### src/rtl/mdix_pkg.sv
package mdix_pkg;

  typedef enum logic [3:0] {
    ST_IDLE,
    ST_WAIT,
    ST_LINK,
    ST_STAT,
    ST_SPEED,
    ST_EXPN,
    ST_ADV,
    ST_LPA,
    ST_DONE,
    ST_FAIL
  } seq_state_t;

  localparam logic [4:0] REG_BSR  = 5'd1;
  localparam logic [4:0] REG_ADV  = 5'd4;
  localparam logic [4:0] REG_LPA  = 5'd5;
  localparam logic [4:0] REG_EXPN = 5'd6;
  localparam logic [4:0] REG_SPD  = 5'd31;

  localparam int BIT_LINK     = 2;
  localparam int BIT_AN_ABLE  = 3;
  localparam int BIT_AN_DONE  = 5;
  localparam int BIT_PART_AN  = 0;
  localparam int BIT_PAUSE    = 10;

endpackage

### src/rtl/mdix_wait_timer.sv
module mdix_wait_timer #(
  parameter int WAIT_CYCLES = 400_000_000
) (
  input  logic clk,
  input  logic rst_n,
  input  logic load,
  input  logic run,
  output logic expired
);
  localparam int CW = (WAIT_CYCLES > 1) ? $clog2(WAIT_CYCLES) : 1;
  localparam logic [CW-1:0] LAST = CW'(WAIT_CYCLES - 1);

  logic [CW-1:0] cnt_q, cnt_d;

  assign expired = run && (cnt_q == LAST);

  always_comb begin
    cnt_d = cnt_q;
    if (load)
      cnt_d = '0;
    else if (run && !expired)
      cnt_d = cnt_q + 1'b1;
  end

  always_ff @(posedge clk or negedge rst_n) begin
    if (!rst_n) cnt_q <= '0;
    else        cnt_q <= cnt_d;
  end
endmodule

### src/rtl/mdix_retry_ctr.sv
module mdix_retry_ctr #(
  parameter int RETRIES = 100
) (
  input  logic clk,
  input  logic rst_n,
  input  logic clear,
  input  logic incr,
  output logic last
);
  localparam int RW = (RETRIES > 1) ? $clog2(RETRIES) : 1;
  localparam logic [RW-1:0] FINAL = RW'(RETRIES - 1);

  logic [RW-1:0] cnt_q, cnt_d;

  assign last = (cnt_q == FINAL);

  always_comb begin
    cnt_d = cnt_q;
    if (clear)
      cnt_d = '0;
    else if (incr && !last)
      cnt_d = cnt_q + 1'b1;
  end

  always_ff @(posedge clk or negedge rst_n) begin
    if (!rst_n) cnt_q <= '0;
    else        cnt_q <= cnt_d;
  end
endmodule

### src/rtl/mdix_speed_decode.sv
module mdix_speed_decode (
  input  logic [2:0] code,
  output logic       is100,
  output logic       is_full
);
  always_comb begin
    is100   = 1'b0;
    is_full = 1'b0;
    case (code)
      3'd1: begin is100 = 1'b0; is_full = 1'b0; end
      3'd5: begin is100 = 1'b0; is_full = 1'b1; end
      3'd2: begin is100 = 1'b1; is_full = 1'b0; end
      3'd6: begin is100 = 1'b1; is_full = 1'b1; end
      default: begin is100 = 1'b0; is_full = 1'b0; end
    endcase
  end
endmodule

### src/rtl/mdix_link_seq.sv
module mdix_link_seq
  import mdix_pkg::*;
#(
  parameter int         WAIT_CYCLES = 400_000_000,
  parameter int         RETRIES     = 100,
  parameter logic [4:0] PHY_ADDR    = 5'd6
) (
  input  logic        clk,
  input  logic        rst_n,
  input  logic        start,
  input  logic        rd_ack,
  input  logic [15:0] rd_data,
  output logic        xover,
  output logic        rd_req,
  output logic [4:0]  rd_phy,
  output logic [4:0]  rd_reg,
  output logic        done,
  output logic        fail,
  output logic        res_link,
  output logic        res_speed100,
  output logic        res_full,
  output logic        res_pause
);

  seq_state_t st_q, st_d;
  logic xover_q, xover_d;
  logic an_q, an_d;
  logic link_q, link_d, spd_q, spd_d, full_q, full_d, pause_q, pause_d;
  logic tmr_load, tmr_exp, rc_clr, rc_inc, rc_last;
  logic dec_100, dec_full;
  logic unused_bits;

  assign unused_bits = ^{rd_data[15:11], rd_data[9:6], rd_data[1]};

  mdix_wait_timer #(.WAIT_CYCLES(WAIT_CYCLES)) u_timer (
    .clk(clk), .rst_n(rst_n), .load(tmr_load),
    .run(st_q == ST_WAIT), .expired(tmr_exp)
  );

  mdix_retry_ctr #(.RETRIES(RETRIES)) u_retry (
    .clk(clk), .rst_n(rst_n), .clear(rc_clr), .incr(rc_inc), .last(rc_last)
  );

  mdix_speed_decode u_dec (
    .code(rd_data[4:2]), .is100(dec_100), .is_full(dec_full)
  );

  // Read port driven from state
  always_comb begin
    rd_req = 1'b1;
    rd_reg = REG_BSR;
    case (st_q)
      ST_LINK, ST_STAT: rd_reg = REG_BSR;
      ST_SPEED:         rd_reg = REG_SPD;
      ST_EXPN:          rd_reg = REG_EXPN;
      ST_ADV:           rd_reg = REG_ADV;
      ST_LPA:           rd_reg = REG_LPA;
      default:          rd_req = 1'b0;
    endcase
  end

  assign rd_phy       = PHY_ADDR;
  assign xover        = xover_q;
  assign done         = (st_q == ST_DONE);
  assign fail         = (st_q == ST_FAIL);
  assign res_link     = link_q;
  assign res_speed100 = spd_q;
  assign res_full     = full_q;
  assign res_pause    = pause_q;

  // Next-state logic
  always_comb begin
    st_d     = st_q;
    xover_d  = xover_q;
    an_d     = an_q;
    link_d   = link_q;
    spd_d    = spd_q;
    full_d   = full_q;
    pause_d  = pause_q;
    tmr_load = 1'b0;
    rc_clr   = 1'b0;
    rc_inc   = 1'b0;
    case (st_q)
      ST_IDLE, ST_DONE, ST_FAIL: begin
        if (start) begin
          st_d     = ST_WAIT;
          xover_d  = 1'b0;
          an_d     = 1'b0;
          link_d   = 1'b0;
          spd_d    = 1'b0;
          full_d   = 1'b0;
          pause_d  = 1'b0;
          tmr_load = 1'b1;
          rc_clr   = 1'b1;
        end
      end
      ST_WAIT: if (tmr_exp) st_d = ST_LINK;
      ST_LINK: if (rd_ack) begin
        if (rd_data[BIT_LINK])
          st_d = ST_STAT;
        else if (rc_last)
          st_d = ST_FAIL;
        else begin
          xover_d  = ~xover_q;
          rc_inc   = 1'b1;
          tmr_load = 1'b1;
          st_d     = ST_WAIT;
        end
      end
      ST_STAT: if (rd_ack) begin
        an_d = rd_data[BIT_AN_ABLE];
        st_d = rd_data[BIT_AN_DONE] ? ST_SPEED : ST_DONE;
      end
      ST_SPEED: if (rd_ack) begin
        spd_d  = dec_100;
        full_d = dec_full;
        st_d   = an_q ? ST_EXPN : ST_DONE;
      end
      ST_EXPN: if (rd_ack) st_d = rd_data[BIT_PART_AN] ? ST_ADV : ST_DONE;
      ST_ADV:  if (rd_ack) st_d = rd_data[BIT_PAUSE] ? ST_LPA : ST_DONE;
      ST_LPA: if (rd_ack) begin
        pause_d = rd_data[BIT_PAUSE];
        st_d    = ST_DONE;
      end
      default: st_d = ST_IDLE;
    endcase
    if (st_d == ST_DONE && st_q != ST_DONE)
      link_d = 1'b1;
  end

  // State registers
  always_ff @(posedge clk or negedge rst_n) begin
    if (!rst_n) begin
      st_q    <= ST_IDLE;
      xover_q <= 1'b0;
      an_q    <= 1'b0;
      link_q  <= 1'b0;
      spd_q   <= 1'b0;
      full_q  <= 1'b0;
      pause_q <= 1'b0;
    end else begin
      st_q    <= st_d;
      xover_q <= xover_d;
      an_q    <= an_d;
      link_q  <= link_d;
      spd_q   <= spd_d;
      full_q  <= full_d;
      pause_q <= pause_d;
    end
  end

endmodule

### config.mk
export PLATFORM = sky130hd
export DESIGN_NAME = mdix_link_seq
export DESIGN_NICKNAME = d
export VERILOG_FILES = /design/src/rtl/mdix_pkg.sv /design/src/rtl/mdix_wait_timer.sv /design/src/rtl/mdix_retry_ctr.sv /design/src/rtl/mdix_speed_decode.sv /design/src/rtl/mdix_link_seq.sv
export SDC_FILE = /design/constraint.sdc
export NUM_CORES = 1
export LEC_CHECK = 0
export CAP_MARGIN = 10
export CORE_ASPECT_RATIO = 1.5
export CORE_MARGIN = 2
export CORE_UTILIZATION = 35
export DETAILED_ROUTE_END_ITERATION = 10
export PLACE_DENSITY_LB_ADDON = 0.12
export SYNTH_ARGS = -nofsm -noshare
export SYNTH_HDL_FRONTEND = slang
export SYNTH_SLANG_ARGS = --single-unit
### constraint.sdc
create_clock -name clk -period 2.4 [get_ports clk]
set_input_delay 0.36 -clock clk [delete_from_list [all_inputs] [get_ports clk]]
set_output_delay 0.36 -clock clk [all_outputs]
set_load 0.005 [all_outputs]
==> metrics.md <==
| Metric | Value |
|---|---|
| Critical Path RT | between 2 and 2.5 ns |
| DP Worst Slack | about 0.27 ns |
| First-pass GRT wire length | around 11 mm |
| Vias in the first global route | around 2300 |
| Crit start category | flop |
| GPL Wtd Cong | about 0.87 |
| Fmax | roughly 440 MHz |
| R2r setup slk | approximately 0.23 ns |
| Initial DRC count | 72 |
| Chip Height | approximately 110 um |
| Crit path DAT | approximately 1.9 ns |
| Max IR drop VDD | roughly 0.43 mV |
| Row count | 39 |
| Slowest-stage cell, CP | clkdlybuf4s50_1 |
| IO Port Bufs | 22 |
| Part of the cycle the worst path needs | between 90 and 100% |
| Placed cells | between 400 and 500 |
| Max-Cap Viols | 0 |
| CTS tree | yes |
| Number of library cell types mapped by synthesis | 49 |
| Status | finished, final reports clean |
| Number of synthesized register bits | 46 |
| Antenna diodes | 0 |
| Crit path max-delay family | buffers and inverters |
| Synth Warn # | 0 |
| Post-route insts no fill | 448 |
| Grt total ovfl | 0 |
| Final setup fails | 0 |
| Largest net degree at the start of global routing | 47 |
| Final hold vios | 0 |
| Critical R2R Capture | u_timer.cnt_q[25]$_DFFE_PN0P_ |
| Sequential area share after synthesis | 42.24% |
| Drt first pass iters | 4 |
| Sum Neg Setup Slack | 0 ns |
| I/O pin cnt | 38 |
| Commonest non-fill, non-tap cell in the layout | dfrtp_1 |
| Leakage power | between 1 and 1.5 nW |
| Critical Path Fanout Max | 10 |
| CTS root buf | clkbuf_16 |
| RSZ-0062 raised after global routing | no |
| Layout cells sized above 1 | roughly a tenth |
| Area of the mapped netlist | 0.002725 mm2 |
| Initial antenna violation count | 0 |
| # resized after CTS | 0 |
| Htree depth | 2 |
| FFs w/ async S/R, synth | 100.0% |
| Crit path kind | flop to primary output |
| FF-to-FF Start | st_q[1]$_DFF_PN0_ |
| Overall routing resource usage | 16.57% |
| Worst-Margin Slew | 0.6073 ns |
| Final worst path period need | ~2.3 ns |
| DRT antenna net count | 0 |
| CP bufs+invs | 2 |
| Clk slew on worst S/H paths | roughly 0.07 ns |
| Post-detail-place hpwl | 4.796 mm |
| Final setup margin | between 0.1 and 0.15 ns |
| Core Area | 0.007564 mm2 |
| Total CTS buffers | 5 |
| Placed Instance Area | 0.003104 mm2 |
| DIE AREA | approximately 0.0085 mm2 |
| Final Routed Wirelength | approximately 6.5 mm |
| Via-to-Cell Ratio | between 5 and 6 |
| Clock sinks | 46 |
| Clock Skew | approximately 0.012 ns |
| DRC | 0 |
| CP max stage delay | 0.56 ns |
| Via count | about 2400 |
| Worst skew pair latency | roughly 0.30 ns |
| Clock tree buffer depth | 2 |
| Min Hold Slack | 0.1459 ns |
| FF-to-FF path depth | 5 |
| Post-synthesis cell count | between 300 and 400 |
| Average wire per standard cell | approximately 15 um |
| Slew Viols, Final | 0 |
| Starting density of the core | a little over a third |
| PD cells | 766.3 mW/mm2 |
| Number of synthesized flops with an enable pin | 0 |
| Fin nets | approximately 370 |
| Critical Path, Cell by Cell | buf_4, nand2b_1, nor3_1, clkdlybuf4s50_1 |
| Post CTS Setup Buffer Count | 0 |
| Crit end category | primary output |
| Syn-to-layout area delta | 19.28% |
| Hold_buf cts | 0 |
| Commonest cells after routing, fill and taps aside | dfrtp_1, nand2_1, nor2_1, nand3_1, clkdlybuf4s50_1 |
| Slew headroom | 59.51% |
| Syn avg cell area | between 8 and 9 um2 |
| Final Cell Area | approximately 0.0033 mm2 |
| Prevailing post-synth register cell | dfrtp_1 |
| Die W | ~76 um |
| Hold Crit Class | primary input to asynchronous set/reset pin |
[how the worst max path moves through the flow]
| stage | depth (start not counted) | slack (ns) | to | start |
|---|---|---|---|---|
| after floorplan | 7 | 0.28 | u_timer.cnt_q[23]$_DFFE_PN0P_ | st_q[1]$_DFF_PN0_ |
| after CTS | 4 | 0.15 | rd_reg[3] | st_q[3]$_DFF_PN0_ |
| after global placement | 5 | 0.28 | u_timer.cnt_q[25]$_DFFE_PN0P_ | st_q[1]$_DFF_PN0_ |
| final | 4 | 0.15 | rd_reg[3] | st_q[3]$_DFF_PN0_ |
| after global routing | 4 | 0.04 | rd_reg[3] | st_q[3]$_DFF_PN0_ |
| after detailed placement | 7 | 0.27 | u_timer.cnt_q[12]$_DFFE_PN0P_ | u_timer.cnt_q[0]$_DFFE_PN0P_ |
[flip-flops by register name (all words and copies together), names as in the netlist]
register,flops
res_full,1
an_q,1
res_pause,1
u_timer.cnt_q,29
st_q,4
xover,1
res_link,1
res_speed100,1
u_retry.cnt_q,7
[worst register-to-register path, cell delays in order, from the launching register on]
cell and delay (ns):
dfrtp_1 0.38, or4b_4 0.55, or3_1 0.52, nor4_1 0.38, xnor2_1 0.18, nor2_2 0.04
[metal layers]
layer / vias up / share of wire, % / GRT usage, %
met1: 1109 / 43 / 19.11
met5: - / 0 / 0
met4: 0 / 3.1 / 8.000
met2: 35 / 51 / 29.52
met3: 15 / 3.1 / 3.055
li1: 1193 / - / -
[cell usage after synthesis (all sizes together) (4+ instances only)]
cell type   n  area share, %
xnor2      10            3.2
nor4        8            2.3
buf        12            3.0
and2        6            1.4
nor2       32            4.7
nand2      31            4.3
dfrtp      46             42
and4        5            1.6
or4         7            1.9
inv        12            1.7
o31ai       7            1.9
or3         8            1.8
nand2b      5            1.1
nor3        7            1.3
a21oi      14            2.6
nor2b       4           0.92
clkbuf      7           0.96
nand4      11            2.5
nand3      22            4.0
o21ai      20            3.7
xor2        9            2.9
[metrics by stage]
| step | utilization (%) | power [mW] |
|---|---|---|
| 2_1_floorplan | - | 1.587 |
| 3_3_place_gp | 41.04 | 1.803 |
| 3_5_place_dp | 41.04 | 1.811 |
| 4_1_cts | 42.98 | 2.529 |
| 5_1_grt | 42.98 | 2.685 |
| 6_report | 42.98 | 2.491 |
[report_power, final]
| group | total (mW) | switching, mW | leakage (nW) | internal, mW |
|---|---|---|---|---|
| sequential | 1.18 | 0.213 | 0.623 | 0.968 |
| combinational | 0.615 | 0.336 | 0.658 | 0.279 |
| clock | 0.695 | 0.309 | 0.0698 | 0.386 |
[kinds of logic (layout without fill, tap and decap cells)]
group	count (synthesis)	after routing	share of synthesized area [%]
adders and majority gates	2	2	0.9181
other	2	5	0.2756
DFF	46	46	42.24
and+or+nand+nor	156	156	31.31
AOI/OAI and AO/OA	59	59	13.55
buffers and inverters	31	59	5.602
xor gates and xnor gates	19	19	6.107
[layout make-up]
type / instances / area, um2
well taps: 102 / 127.6
inverters: 12 / 45.04
clock inverters: 3 / 21.27
flip-flops and latches: 46 / 1151
repair buffers: 39 / 342.8
fillers: 779 / 4313
multi-input cells: 241 / 1438
clock buffers: 5 / 125.1
Note: power is estimated with default switching activity, not from simulation.
